[src/rtl/gn_pkg.sv]
// Shared types for the grounded-neutral oscillation detector.
package gn_pkg;
    typedef enum logic [2:0] {
        ST_IDLE    = 3'd0,
        ST_ARM     = 3'd1,
        ST_PAUSE   = 3'd2,
        ST_RECHECK = 3'd3,
        ST_FAULT   = 3'd4
    } gn_state_t;
endpackage

[src/rtl/gn_pulse_meter.sv]
// Pulse meter: qualifies comparator pulses by width and measures the
// spacing of rising edges.
// Outputs:
//   good/bad - one-cycle strobes for a qualified pulse, split by whether
//              its period was in range
//   lost     - level, high when no qualified pulse was seen for MAX_PERIOD
//              cycles
//   freq_ok  - registered in-range flag
// Assumes cmp is synchronous to clk. clr acts as a synchronous clear.
module gn_pulse_meter #(
    parameter int MIN_HIGH   = 3,
    parameter int MIN_PERIOD = 16,
    parameter int MAX_PERIOD = 56
) (
    input  logic clk,
    input  logic rst_n,
    input  logic clr,
    input  logic cmp,
    output logic good,
    output logic bad,
    output logic lost,
    output logic freq_ok
);
    localparam int HW = $clog2(MIN_HIGH + 2);
    localparam int PW = $clog2(MAX_PERIOD + 2);
    localparam logic [HW-1:0] HI_QUAL = HW'(MIN_HIGH);
    localparam logic [HW-1:0] HI_SAT  = HW'(MIN_HIGH + 1);
    localparam logic [PW-1:0] P_LO    = PW'(MIN_PERIOD);
    localparam logic [PW-1:0] P_HI    = PW'(MAX_PERIOD);
    localparam logic [PW-1:0] P_SAT   = PW'(MAX_PERIOD + 1);

    logic [HW-1:0] hi_cnt;
    logic [PW-1:0] per_cnt;
    logic [PW-1:0] since_q;
    logic          cmp_q;
    logic          have_edge;
    logic          fok_q;
    logic          rise;
    logic          qual;

    assign rise    = cmp && !cmp_q;
    assign qual    = cmp && (hi_cnt == HI_QUAL);
    assign good    = qual && fok_q;
    assign bad     = qual && !fok_q;
    assign lost    = (since_q >= P_HI);
    assign freq_ok = fok_q;

    // Count consecutive high cycles, saturating one past the qualify point.
    always_ff @(posedge clk) begin
        if (!rst_n || clr)   hi_cnt <= '0;
        else if (!cmp)       hi_cnt <= '0;
        else if (hi_cnt != HI_SAT) hi_cnt <= hi_cnt + 1'b1;
    end

    // Measure rising-edge spacing and judge it against the valid window.
    always_ff @(posedge clk) begin
        if (!rst_n || clr) begin
            cmp_q     <= 1'b0;
            per_cnt   <= '0;
            have_edge <= 1'b0;
            fok_q     <= 1'b0;
        end else begin
            cmp_q <= cmp;
            if (rise) begin
                fok_q     <= have_edge && (per_cnt >= P_LO) && (per_cnt <= P_HI);
                per_cnt   <= PW'(1);
                have_edge <= 1'b1;
            end else if (per_cnt == P_SAT) begin
                fok_q     <= 1'b0;
                have_edge <= 1'b0;
            end else begin
                per_cnt <= per_cnt + 1'b1;
            end
        end
    end

    // Track cycles since the last qualified pulse, saturating at the limit.
    always_ff @(posedge clk) begin
        if (!rst_n || clr)      since_q <= '0;
        else if (qual)          since_q <= '0;
        else if (since_q != P_HI) since_q <= since_q + 1'b1;
    end
endmodule

[src/rtl/gn_seq_fsm.sv]
// Sequencer: confirms a sustained oscillation, pauses the amplifier,
// re-checks after re-enable and latches the fault.
// Runs one round, or two when dual_pass is high.
// Assumes good/bad/lost come from gn_pulse_meter on the same clock.
module gn_seq_fsm
    import gn_pkg::*;
#(
    parameter int CONFIRM       = 200,
    parameter int PAUSE_LEN     = 120,
    parameter int RECHECK_WIN   = 150,
    parameter int RETURN_PULSES = 3
) (
    input  logic clk,
    input  logic rst_n,
    input  logic clr,
    input  logic dual_pass,
    input  logic good,
    input  logic bad,
    input  logic lost,
    output logic amp_en,
    output logic fault
);
    localparam int T_AB  = (CONFIRM > PAUSE_LEN) ? CONFIRM : PAUSE_LEN;
    localparam int T_MAX = (T_AB > RECHECK_WIN) ? T_AB : RECHECK_WIN;
    localparam int TW    = $clog2(T_MAX + 1);
    localparam int NW    = $clog2(RETURN_PULSES + 1);
    localparam logic [TW-1:0] T_CONF  = TW'(CONFIRM - 1);
    localparam logic [TW-1:0] T_PAUSE = TW'(PAUSE_LEN - 1);
    localparam logic [TW-1:0] T_WIN   = TW'(RECHECK_WIN - 1);
    localparam logic [NW-1:0] N_LAST  = NW'(RETURN_PULSES - 1);

    gn_state_t     state;
    logic [TW-1:0] tmr;
    logic [NW-1:0] npulse;
    logic          round;

    assign amp_en = (state != ST_PAUSE);
    assign fault  = (state == ST_FAULT);

    // Advance the detection sequence one step per clock.
    always_ff @(posedge clk) begin
        if (!rst_n || clr) begin
            state  <= ST_IDLE;
            tmr    <= '0;
            npulse <= '0;
            round  <= 1'b0;
        end else begin
            unique case (state)
                ST_IDLE: begin
                    round <= 1'b0;
                    if (good) begin
                        state <= ST_ARM;
                        tmr   <= '0;
                    end
                end
                ST_ARM: begin
                    if (bad || lost) begin
                        state <= ST_IDLE;
                        round <= 1'b0;
                    end else if (tmr == T_CONF) begin
                        state <= ST_PAUSE;
                        tmr   <= '0;
                    end else begin
                        tmr <= tmr + 1'b1;
                    end
                end
                ST_PAUSE: begin
                    if (tmr == T_PAUSE) begin
                        state  <= ST_RECHECK;
                        tmr    <= '0;
                        npulse <= '0;
                    end else begin
                        tmr <= tmr + 1'b1;
                    end
                end
                ST_RECHECK: begin
                    tmr <= tmr + 1'b1;
                    if (good) begin
                        if (npulse == N_LAST) begin
                            if (dual_pass && !round) begin
                                state <= ST_ARM;
                                round <= 1'b1;
                                tmr   <= '0;
                            end else begin
                                state <= ST_FAULT;
                            end
                        end else begin
                            npulse <= npulse + 1'b1;
                        end
                    end else if (tmr == T_WIN) begin
                        state <= ST_IDLE;
                        round <= 1'b0;
                    end
                end
                ST_FAULT: state <= ST_FAULT;
                default:  state <= ST_IDLE;
            endcase
        end
    end
endmodule

[src/rtl/gn_osc_detect.sv]
// Top of the grounded-neutral oscillation detector.
// Chains the pulse meter into the sequencer. det_en low clears both
// synchronously.
// Assumes gn_cmp is already synchronous to clk.
module gn_osc_detect #(
    parameter int MIN_HIGH      = 3,
    parameter int MIN_PERIOD    = 16,
    parameter int MAX_PERIOD    = 56,
    parameter int CONFIRM       = 200,
    parameter int PAUSE_LEN     = 120,
    parameter int RECHECK_WIN   = 150,
    parameter int RETURN_PULSES = 3
) (
    input  logic clk,
    input  logic rst_n,
    input  logic gn_cmp,
    input  logic det_en,
    input  logic dual_pass,
    output logic amp_en,
    output logic gn_fault,
    output logic freq_ok
);
    logic clr;
    logic good;
    logic bad;
    logic lost;

    assign clr = !det_en;

    gn_pulse_meter #(
        .MIN_HIGH   (MIN_HIGH),
        .MIN_PERIOD (MIN_PERIOD),
        .MAX_PERIOD (MAX_PERIOD)
    ) u_meter (
        .clk     (clk),
        .rst_n   (rst_n),
        .clr     (clr),
        .cmp     (gn_cmp),
        .good    (good),
        .bad     (bad),
        .lost    (lost),
        .freq_ok (freq_ok)
    );

    gn_seq_fsm #(
        .CONFIRM       (CONFIRM),
        .PAUSE_LEN     (PAUSE_LEN),
        .RECHECK_WIN   (RECHECK_WIN),
        .RETURN_PULSES (RETURN_PULSES)
    ) u_seq (
        .clk       (clk),
        .rst_n     (rst_n),
        .clr       (clr),
        .dual_pass (dual_pass),
        .good      (good),
        .bad       (bad),
        .lost      (lost),
        .amp_en    (amp_en),
        .fault     (gn_fault)
    );
endmodule

[config.mk]
export PLATFORM = sky130hd
export DESIGN_NAME = gn_osc_detect
export DESIGN_NICKNAME = d
export VERILOG_FILES = /design/src/rtl/gn_pkg.sv /design/src/rtl/gn_pulse_meter.sv /design/src/rtl/gn_seq_fsm.sv /design/src/rtl/gn_osc_detect.sv
export SDC_FILE = /design/constraint.sdc
export NUM_CORES = 1
export LEC_CHECK = 0
export BUFFER_PORTS_ARGS = -buffer_cell sky130_fd_sc_hd__clkbuf_2
export CAP_MARGIN = 40
export CORE_UTILIZATION = 28
export DETAILED_ROUTE_END_ITERATION = 7
export GPL_TIMING_DRIVEN = 0
export PLACE_DENSITY = 0.48
export RECOVER_POWER = 25
export SLEW_MARGIN = 5
export SYNTH_ARGS = -nofsm -noshare
export SYNTH_HDL_FRONTEND = slang
export SYNTH_SLANG_ARGS = --single-unit
[constraint.sdc]
create_clock -name clk -period 2.6 [get_ports clk]
set_input_delay 0.52 -clock clk [delete_from_list [all_inputs] [get_ports clk]]
set_output_delay 0.52 -clock clk [all_outputs]
set_load 0.05 [all_outputs]
==> results_dict.tcl, run 1 <==
set metrics [dict create \
    n_antenna_cell 0 \
    first_iter_violations 79 \
    finalSetupTns_ps 0 \
    grt_usage 0.124 \
    utilization 0.330 \
    post-dp-hpwl_microns 2640 \
    ios 8 \
    core_sq_um 6060 \
    postCtsSetupBuffers 0 \
    vias 1491 \
    clkTransAtPathRegs_ps 60 \
    fin_crit_sh 0.799 \
    setup_slack_ps 522 \
    wire_per_inst_microns 11.9 \
    hp-class "reg -> reg" \
    vias_per_cell 4.90 \
    netlist_area_sq_um 1790 \
    die_w_microns 82.1 \
    p_total_uw 897 \
    antenna_found_initial 0 \
    synthTopCellsByCount "dfxtp_1, nor2_1, nand2_1" \
    synth-edff-count 0 \
    clock_path_buffers 2 \
    root_buffer "clkbuf_8" \
    criticalPathCategory "reg -> reg" \
    cts_hold_buf 0 \
    endpoint_kind "flip-flop" \
    start_kind "flip-flop" \
    min_period_ps 2080 \
    core.rowCount 28 \
    grt_max_degree 11 \
    ys_warn_count 0 \
    cts-buffers-inserted 5 \
    rsz0062_at_grt "no" \
    drc 0 \
    cts_sinks 32 \
    numPortBuffers 7 \
    final.setup_skew_ps 4.01 \
    ys.flop_type "dfxtp_1" \
    die_h_microns 82.1 \
    regToRegEndpoint "u_seq.tmr[4]" \
    insertion_delay_ps 290 \
    place_ws_ps 545 \
    area_delta_synth_final_pct 11.5 \
    path_max_fanout 7 \
    run_status "complete, no violations" \
    worstMarginPinSlew_ps 589 \
    first_pass_iters 6 \
    ys_seq_area_frac 0.357 \
    hold_viol 0 \
    final_antenna_net_count 0 \
    startpoint "u_meter.hi_cnt[0]" \
    power_leakage_nw 0.684 \
    yosysMostFrequentCell "dfxtp_1" \
    yosysTopAreaCellShare 0.357 \
    synth.ff_latch_count 32 \
    syn_area_per_cell_sq_um 8.35 \
    syn_inst 215 \
    critPathArrivalTime_ps 2260 \
    power-per-cell-area_nw_per_um2 448 \
    worst-r2r-cell-count 8 \
    slew-limit-headroom 0.597 \
    grt_pass1_vias 1358 \
    final_net_count 245 \
    cts_resized 0 \
    synth_nets 231 \
    cts_max_level 2 \
    r2r_setup_slack_ps 520 \
    start_util 0.296 \
    setup_violations 0 \
    drv_cap 0 \
    cts_tree "done" \
    irDropWorstVdd_v 0.000254 \
    cp-endpoint "u_seq.tmr[4]" \
    drt-total-wl_microns 3630 \
    gp_congestion 0.744 \
    die_area_sq_um 6730 \
    yosysUniqueCellTypes 48 \
    r2r-start "u_meter.hi_cnt[0]" \
    grt_pass1_wl_microns 6190 \
    yosys.area.top_type "dfxtp_1" \
    max_freq_mhz 481 \
    ys_top_cells_by_area "dfxtp_1, ha_1, nand3_1, nor2_1, nand2_1" \
    synthArstFlopShare 0 \
    cp.required_ps 2780 \
    slew_violations 0 \
    drive_above_1_share 0.109 \
    grt_overflow_total 0 \
]
[per-stage QoR]
stage / area [sq um] / std cells / hold WS [ps]
after detailed placement: 1920 / 297 / 453
after global placement: 1920 / 297 / 447
final: 2000 / 304 / 463
after floorplan: 1790 / 215 / 433
after global routing: 2000 / 304 / 507
after CTS: 2000 / 304 / 466
[sequential cells by signal (all words and copies together) (netlist names)]
signal / count
u_seq.tmr: 8
u_meter.hi_cnt: 3
u_meter.have_edge: 1
u_seq.npulse: 2
u_seq.state: 3
u_meter.freq_ok: 1
u_seq.round: 1
u_meter.cmp_q: 1
u_meter.since_q: 6
u_meter.per_cnt: 6
[layout by cell type, fill, tap and decap left out, types with 7 or more instances in the layout]
cell type,instances
ha_1,11
inv_1,13
a21oi_1,13
clkbuf_2,7
dfxtp_1,32
nand2_1,19
nor2_1,22
nand3_1,18
[report_power, final]
part	switching (mW)	internal, mW
Sequential	0.00397	0.495
Clock	0.182	0.182
Combinational	0.0220	0.0127
[cell families (layout without fill, tap and decap cells)]
kind of cell / after synthesis / in the layout / share of synthesized area
XOR/XNOR: 9 / 9 / 0.0439
flip-flops: 32 / 32 / 0.357
AND/OR/NAND/NOR: 98 / 98 / 0.285
adder cells (fa/ha/maj): 11 / 11 / 0.0767
multiplexers: 1 / 1 / 0.00558
buffers and inverters: 20 / 34 / 0.0446
AO/OA/AOI/OAI: 44 / 44 / 0.188
[per-layer routing]
| metal | track usage | vias up | wire length, microns |
|---|---|---|---|
| met4 | 0.0632 | 0 | 74 |
| met2 | 0.188 | 15 | 1560 |
| met3 | 0.0311 | 8 | 116 |
| met1 | 0.161 | 681 | 1880 |
| met5 | 0 | - | 0 |
| li1 | - | 787 | - |
[worst max-delay path, cell delays in order (launching register included)]
cell and delay [ps]:
dfxtp_1 370, ha_1 170, ha_1 170, and3_1 160
clkbuf_1 310, a31o_2 260, a31oi_4 110, and2_1 220
a22o_1 200
[how the worst min path moves through the flow]
stage | start | to | depth (start not counted) | slack (ps)
after global routing | u_meter.hi_cnt[1] | u_meter.hi_cnt[1] | 2 | 510
after global placement | u_meter.have_edge | u_meter.have_edge | 2 | 450
after CTS | u_meter.have_edge | u_meter.have_edge | 2 | 470
after floorplan | u_meter.have_edge | u_meter.have_edge | 2 | 430
after detailed placement | u_meter.have_edge | u_meter.have_edge | 2 | 450
final | u_meter.have_edge | u_meter.have_edge | 2 | 460
[layout make-up]
class                           instances  area (sq um)
Inverter                               13          48.8
Sequential cell                        32           641
Fill cell                             645          4060
Buffer                                  7          31.3
Multi-Input combinational cell        163          1070
Clock buffer                            6          72.6
Timing Repair Buffer                    7          35.0
Clock inverter                          1          5.00
Tap cell                               75          93.8
Note: power is estimated with default switching activity, not from simulation.
==> inputs of run 2 (changes only) <==
==> constraint.sdc (replaced) <==
create_clock -name clk -period 2 [get_ports clk]
set_input_delay 0.4 -clock clk [delete_from_list [all_inputs] [get_ports clk]]
set_output_delay 0.4 -clock clk [all_outputs]
set_load 0.05 [all_outputs]
==> results_dict.tcl, run 2 (synthesis results as in run 1) <==
set metrics [dict create \
    final_net_count 248 \
    vias 1520 \
    numPortBuffers 7 \
    start_kind "flip-flop" \
    start_util 0.296 \
    antenna_found_initial 0 \
    critPathArrivalTime_ps 1490 \
    worstMarginPinSlew_ps 512 \
    clkTransAtPathRegs_ps 70 \
    cts-buffers-inserted 5 \
    power_leakage_nw 0.724 \
    core.rowCount 28 \
    post-dp-hpwl_microns 2710 \
    cts_max_level 2 \
    cts_hold_buf 0 \
    final_antenna_net_count 0 \
    wire_per_inst_microns 12.2 \
    top_layer "met4" \
    area_delta_synth_final_pct 18.4 \
    cts_tree "done" \
    final.setup_skew_ps 11.6 \
    wl_met2_microns 1630 \
    vias_per_cell 4.94 \
    regMostFlops "u_seq.tmr" \
    slew-limit-headroom 0.658 \
    hp-class "in -> reg" \
    cts_sinks 32 \
    r2r-start "u_seq.tmr[0]" \
    n_antenna_cell 0 \
    criticalPathCategory "reg -> out" \
    startpoint "u_seq.state[2]" \
    grt_pass1_wl_microns 6420 \
    grt_max_degree 11 \
    power-per-cell-area_nw_per_um2 615 \
    final_area_sq_um 2120 \
    die_w_microns 82.1 \
    slew_violations 0 \
    p_total_mw 1.31 \
    first_iter_violations 65 \
    drc 0 \
    layout_common_cells "dfxtp_1, nor2_1, nand2_1" \
    placed_area_sq_um 1930 \
    endpoint_kind "output pin" \
    wl_met1_microns 1960 \
    reg_top3 "u_seq.tmr: 8 flops, u_meter.per_cnt: 6 flops, u_meter.since_q: 6 flops" \
    run_status "complete, no violations" \
    min_period_ps 1890 \
    gp_congestion 0.745 \
    wl_met3_microns 120 \
    setup_violations 0 \
    final_common_cell "dfxtp_1" \
    drive_above_1_share 0.172 \
    cp.required_ps 1600 \
    core_sq_um 6060 \
    grt_usage 0.127 \
    dp_cells 297 \
    root_buffer "clkbuf_8" \
    insertion_delay_ps 290 \
    ios 8 \
    hold_viol 0 \
    first_pass_iters 4 \
    irDropWorstVdd_v 0.000350 \
    largest_reg_flops 8 \
    clock_path_buffers 2 \
    grt_overflow_total 0 \
    worstHoldStart "gn_cmp" \
    path_max_fanout 10 \
    grt_pass1_vias 1456 \
    fill_cells 643 \
    die_h_microns 82.1 \
    drt-total-wl_microns 3770 \
    rsz0062_at_grt "no" \
    fin_cells 308 \
    die_area_sq_um 6730 \
    drv_cap 0 \
    fin_crit_sh 0.946 \
    max_freq_mhz 528 \
]
## run 2: per-stage QoR
step	setup slack, ps	utilization	setup TNS [ps]	hold slack [ps]
6_report	108	0.351	0	436
3_3_place_gp	-87.7	0.318	-381	448
2_1_floorplan	56.6	-	0	433
3_5_place_dp	-51.5	0.318	-279	453
5_1_grt	1.12	0.351	0	481
4_1_cts	3.28	0.337	0	448
## run 2: path summary, 6_finish.rpt
check                           end  slack (ps)  depth (start not counted)
setup reg to reg       u_seq.tmr[6]         110                          7
setup / recovery           gn_fault         110                          4
hold / removal        u_meter.cmp_q         440                          3
hold reg to reg   u_meter.have_edge         460                          2
## run 2: report_power, final
| group | internal [mW] | switching (mW) |
|---|---|---|
| logic | 0.0164 | 0.0294 |
| registers | 0.643 | 0.00492 |
| clock network | 0.370 | 0.242 |
## run 2: critical path, cell delays in order, from the launching register on
cell	delay, ps
dfxtp_1	310
buf_2	230
inv_1	180
nor3_2	180
clkbuf_2	310
## run 2: area by class of cell
cell class / count / area, sq um / area share
multi-input combinational: 163 / 1130 / 0.533
sequential: 32 / 643 / 0.303
tap: 75 / 93.8 / 0.0442
clock buffer: 6 / 72.6 / 0.0342
timing repair buffer: 11 / 68.8 / 0.0324
inverter: 13 / 48.8 / 0.0230
clock inverter: 2 / 35.0 / 0.0165
buffer: 6 / 30.0 / 0.0141
## run 2: what timing repair did
action | in CTS | in global routing
pin swaps | 3 | 5
buffers inserted | 1 | 2
cloned | 0 | 1
endpoints found under the setup margin | 8 | 11
hold endpoints to repair | 0 | 0
resized for setup | 1 | 13
## run 2: per-layer routing
metal	vias to the layer above	global-route usage
met1	700	0.170
met2	17	0.187
li1	798	-
met5	-	0
met4	0	0.0667
met3	5	0.0289
==> inputs of run 3 (changes only) <==
--- a/config.mk
+++ b/config.mk
@@ -11,7 +11,6 @@
 export DETAILED_ROUTE_END_ITERATION = 7
 export GPL_TIMING_DRIVEN = 0
 export PLACE_DENSITY = 0.48
-export RECOVER_POWER = 25
 export SLEW_MARGIN = 5
 export SYNTH_ARGS = -nofsm -noshare
 export SYNTH_HDL_FRONTEND = slang
==> results_dict.tcl, run 3 (synthesis results as in run 1) <==
set metrics [dict create \
    run_status "complete, no violations" \
    insertion_delay_ps 290 \
    r2r_setup_slack_ps 110 \
    hp-class "in -> reg" \
    cts_tree "done" \
    fin_crit_sh 0.946 \
    wire_per_inst_microns 12.2 \
    regArea_sq_um 643 \
    drive_above_1_share 0.172 \
    min_path_cells 3 \
    endpoint_kind "output pin" \
    grt_pass1_wl_microns 6420 \
    min_period_ps 1890 \
    utilization 0.351 \
    worst-r2r-cell-count 7 \
    hold_ws_ps 436 \
    drc 0 \
    grt_usage 0.127 \
    slew_violations 0 \
    antenna_found_initial 0 \
    die_h_microns 82.1 \
    cts-buffers-inserted 5 \
    multi_input_area_sq_um 1130 \
    worstMarginPinSlew_ps 512 \
    clock_path_buffers 2 \
    min_to "u_meter.cmp_q" \
    post-dp-hpwl_microns 2710 \
    grt_max_degree 11 \
    hold_viol 0 \
    finalSetupTns_ps 0 \
    worstHoldStart "gn_cmp" \
    regToRegEndpoint "u_seq.tmr[6]" \
    numPortBuffers 7 \
    slew-limit-headroom 0.658 \
    drt-total-wl_microns 3770 \
    cp.required_ps 1600 \
    final_net_count 248 \
    grt_overflow_total 0 \
    rsz0062_at_grt "no" \
    start_kind "flip-flop" \
    root_buffer "clkbuf_8" \
    power-per-cell-area_nw_per_um2 615 \
    start_util 0.296 \
    area_delta_synth_final_pct 18.4 \
    first_pass_iters 4 \
    gp_congestion 0.745 \
    final_common_cell "dfxtp_1" \
    critPathArrivalTime_ps 1490 \
    fill_cells 643 \
    core_sq_um 6060 \
    final.setup_skew_ps 11.6 \
    layout_common_cells "dfxtp_1, nor2_1, nand2_1" \
    power_leakage_nw 0.725 \
    cts_sinks 32 \
    largest_reg_flops 8 \
    n_antenna_cell 0 \
    max_freq_mhz 528 \
    criticalPathCategory "reg -> out" \
    setup_violations 0 \
    core.rowCount 28 \
    vias_per_cell 4.94 \
    r2r-start "u_seq.tmr[0]" \
    clkTransAtPathRegs_ps 70 \
    irDropWorstVdd_v 0.000350 \
    place_ws_ps -51.5 \
    ios 8 \
    drv_cap 0 \
    vias 1520 \
    reg_top3 "u_seq.tmr: 8 flops, u_meter.per_cnt: 6 flops, u_meter.since_q: 6 flops" \
    die_w_microns 82.1 \
    final_antenna_net_count 0 \
    first_iter_violations 65 \
    path_max_fanout 10 \
    die_area_sq_um 6730 \
    regMostFlops "u_seq.tmr" \
    grt_pass1_vias 1456 \
    setup_slack_ps 108 \
    cts_max_level 2 \
]
[run 3: cell types whose count changed in the layout (fill, tap and decap cells not counted)]
cell / before / now
and2_0: 1 / 0
and2_1: 1 / 2
[run 3: how the worst max path moves through the flow]
stage,slack (ps),from,cells past startpoint,end
3_5_place_dp,-50,u_meter.hi_cnt[0],8,u_seq.state[1]
3_3_place_gp,-90,u_meter.hi_cnt[0],8,u_seq.state[1]
2_1_floorplan,60,u_meter.freq_ok,6,u_seq.tmr[4]
4_1_cts,3,u_seq.tmr[0],6,u_seq.tmr[3]
6_report,110,u_seq.state[2],4,gn_fault
5_1_grt,1,u_seq.tmr[0],7,u_seq.tmr[6]
[run 3: cell type report]
class,instances,share of cell area
Inverter,13,0.0230
Clock buffer,6,0.0342
Sequential cell,32,0.303
Multi-Input combinational cell,163,0.533
Clock inverter,2,0.0165
Buffer,6,0.0141
Tap cell,75,0.0442
Timing Repair Buffer,11,0.0324
[run 3: critical path: stages (launching register included)]
cell,delay (ps)
dfxtp_1,310
buf_2,230
inv_1,180
nor3_2,180
clkbuf_2,310
[run 3: routing by layer]
layer	up-vias	global-route usage	share of wire
met5	-	0	0
li1	798	-	-
met1	700	0.170	0.52
met4	0	0.0667	0.015
met3	5	0.0289	0.032
met2	17	0.187	0.43
[run 3: metrics by stage]
step | power (mW) | cell area [sq um] | std cells
floorplan | 0.693 | 1800 | 215
global placement | 0.709 | 1930 | 297
detailed placement | 0.710 | 1930 | 297
CTS | 1.33 | 2040 | 305
global route | 1.37 | 2120 | 308
finish | 1.31 | 2120 | 308
[run 3: power by group]
| group | leakage, nW | internal (mW) | switching, mW | total, mW |
|---|---|---|---|---|
| sequential | 0.260 | 0.643 | 0.00492 | 0.648 |
| clock | 0.0552 | 0.370 | 0.242 | 0.612 |
| combinational | 0.410 | 0.0165 | 0.0294 | 0.0459 |
| total | 0.725 | 1.03 | 0.276 | 1.31 |
[run 3: what timing repair did]
item | in CTS | in global routing
hold buffers | 0 | 0
resized for setup | 1 | 13
pin swaps | 3 | 5
setup endpoints to repair | 8 | 11
gates cloned | 0 | 1
buffers inserted | 1 | 2
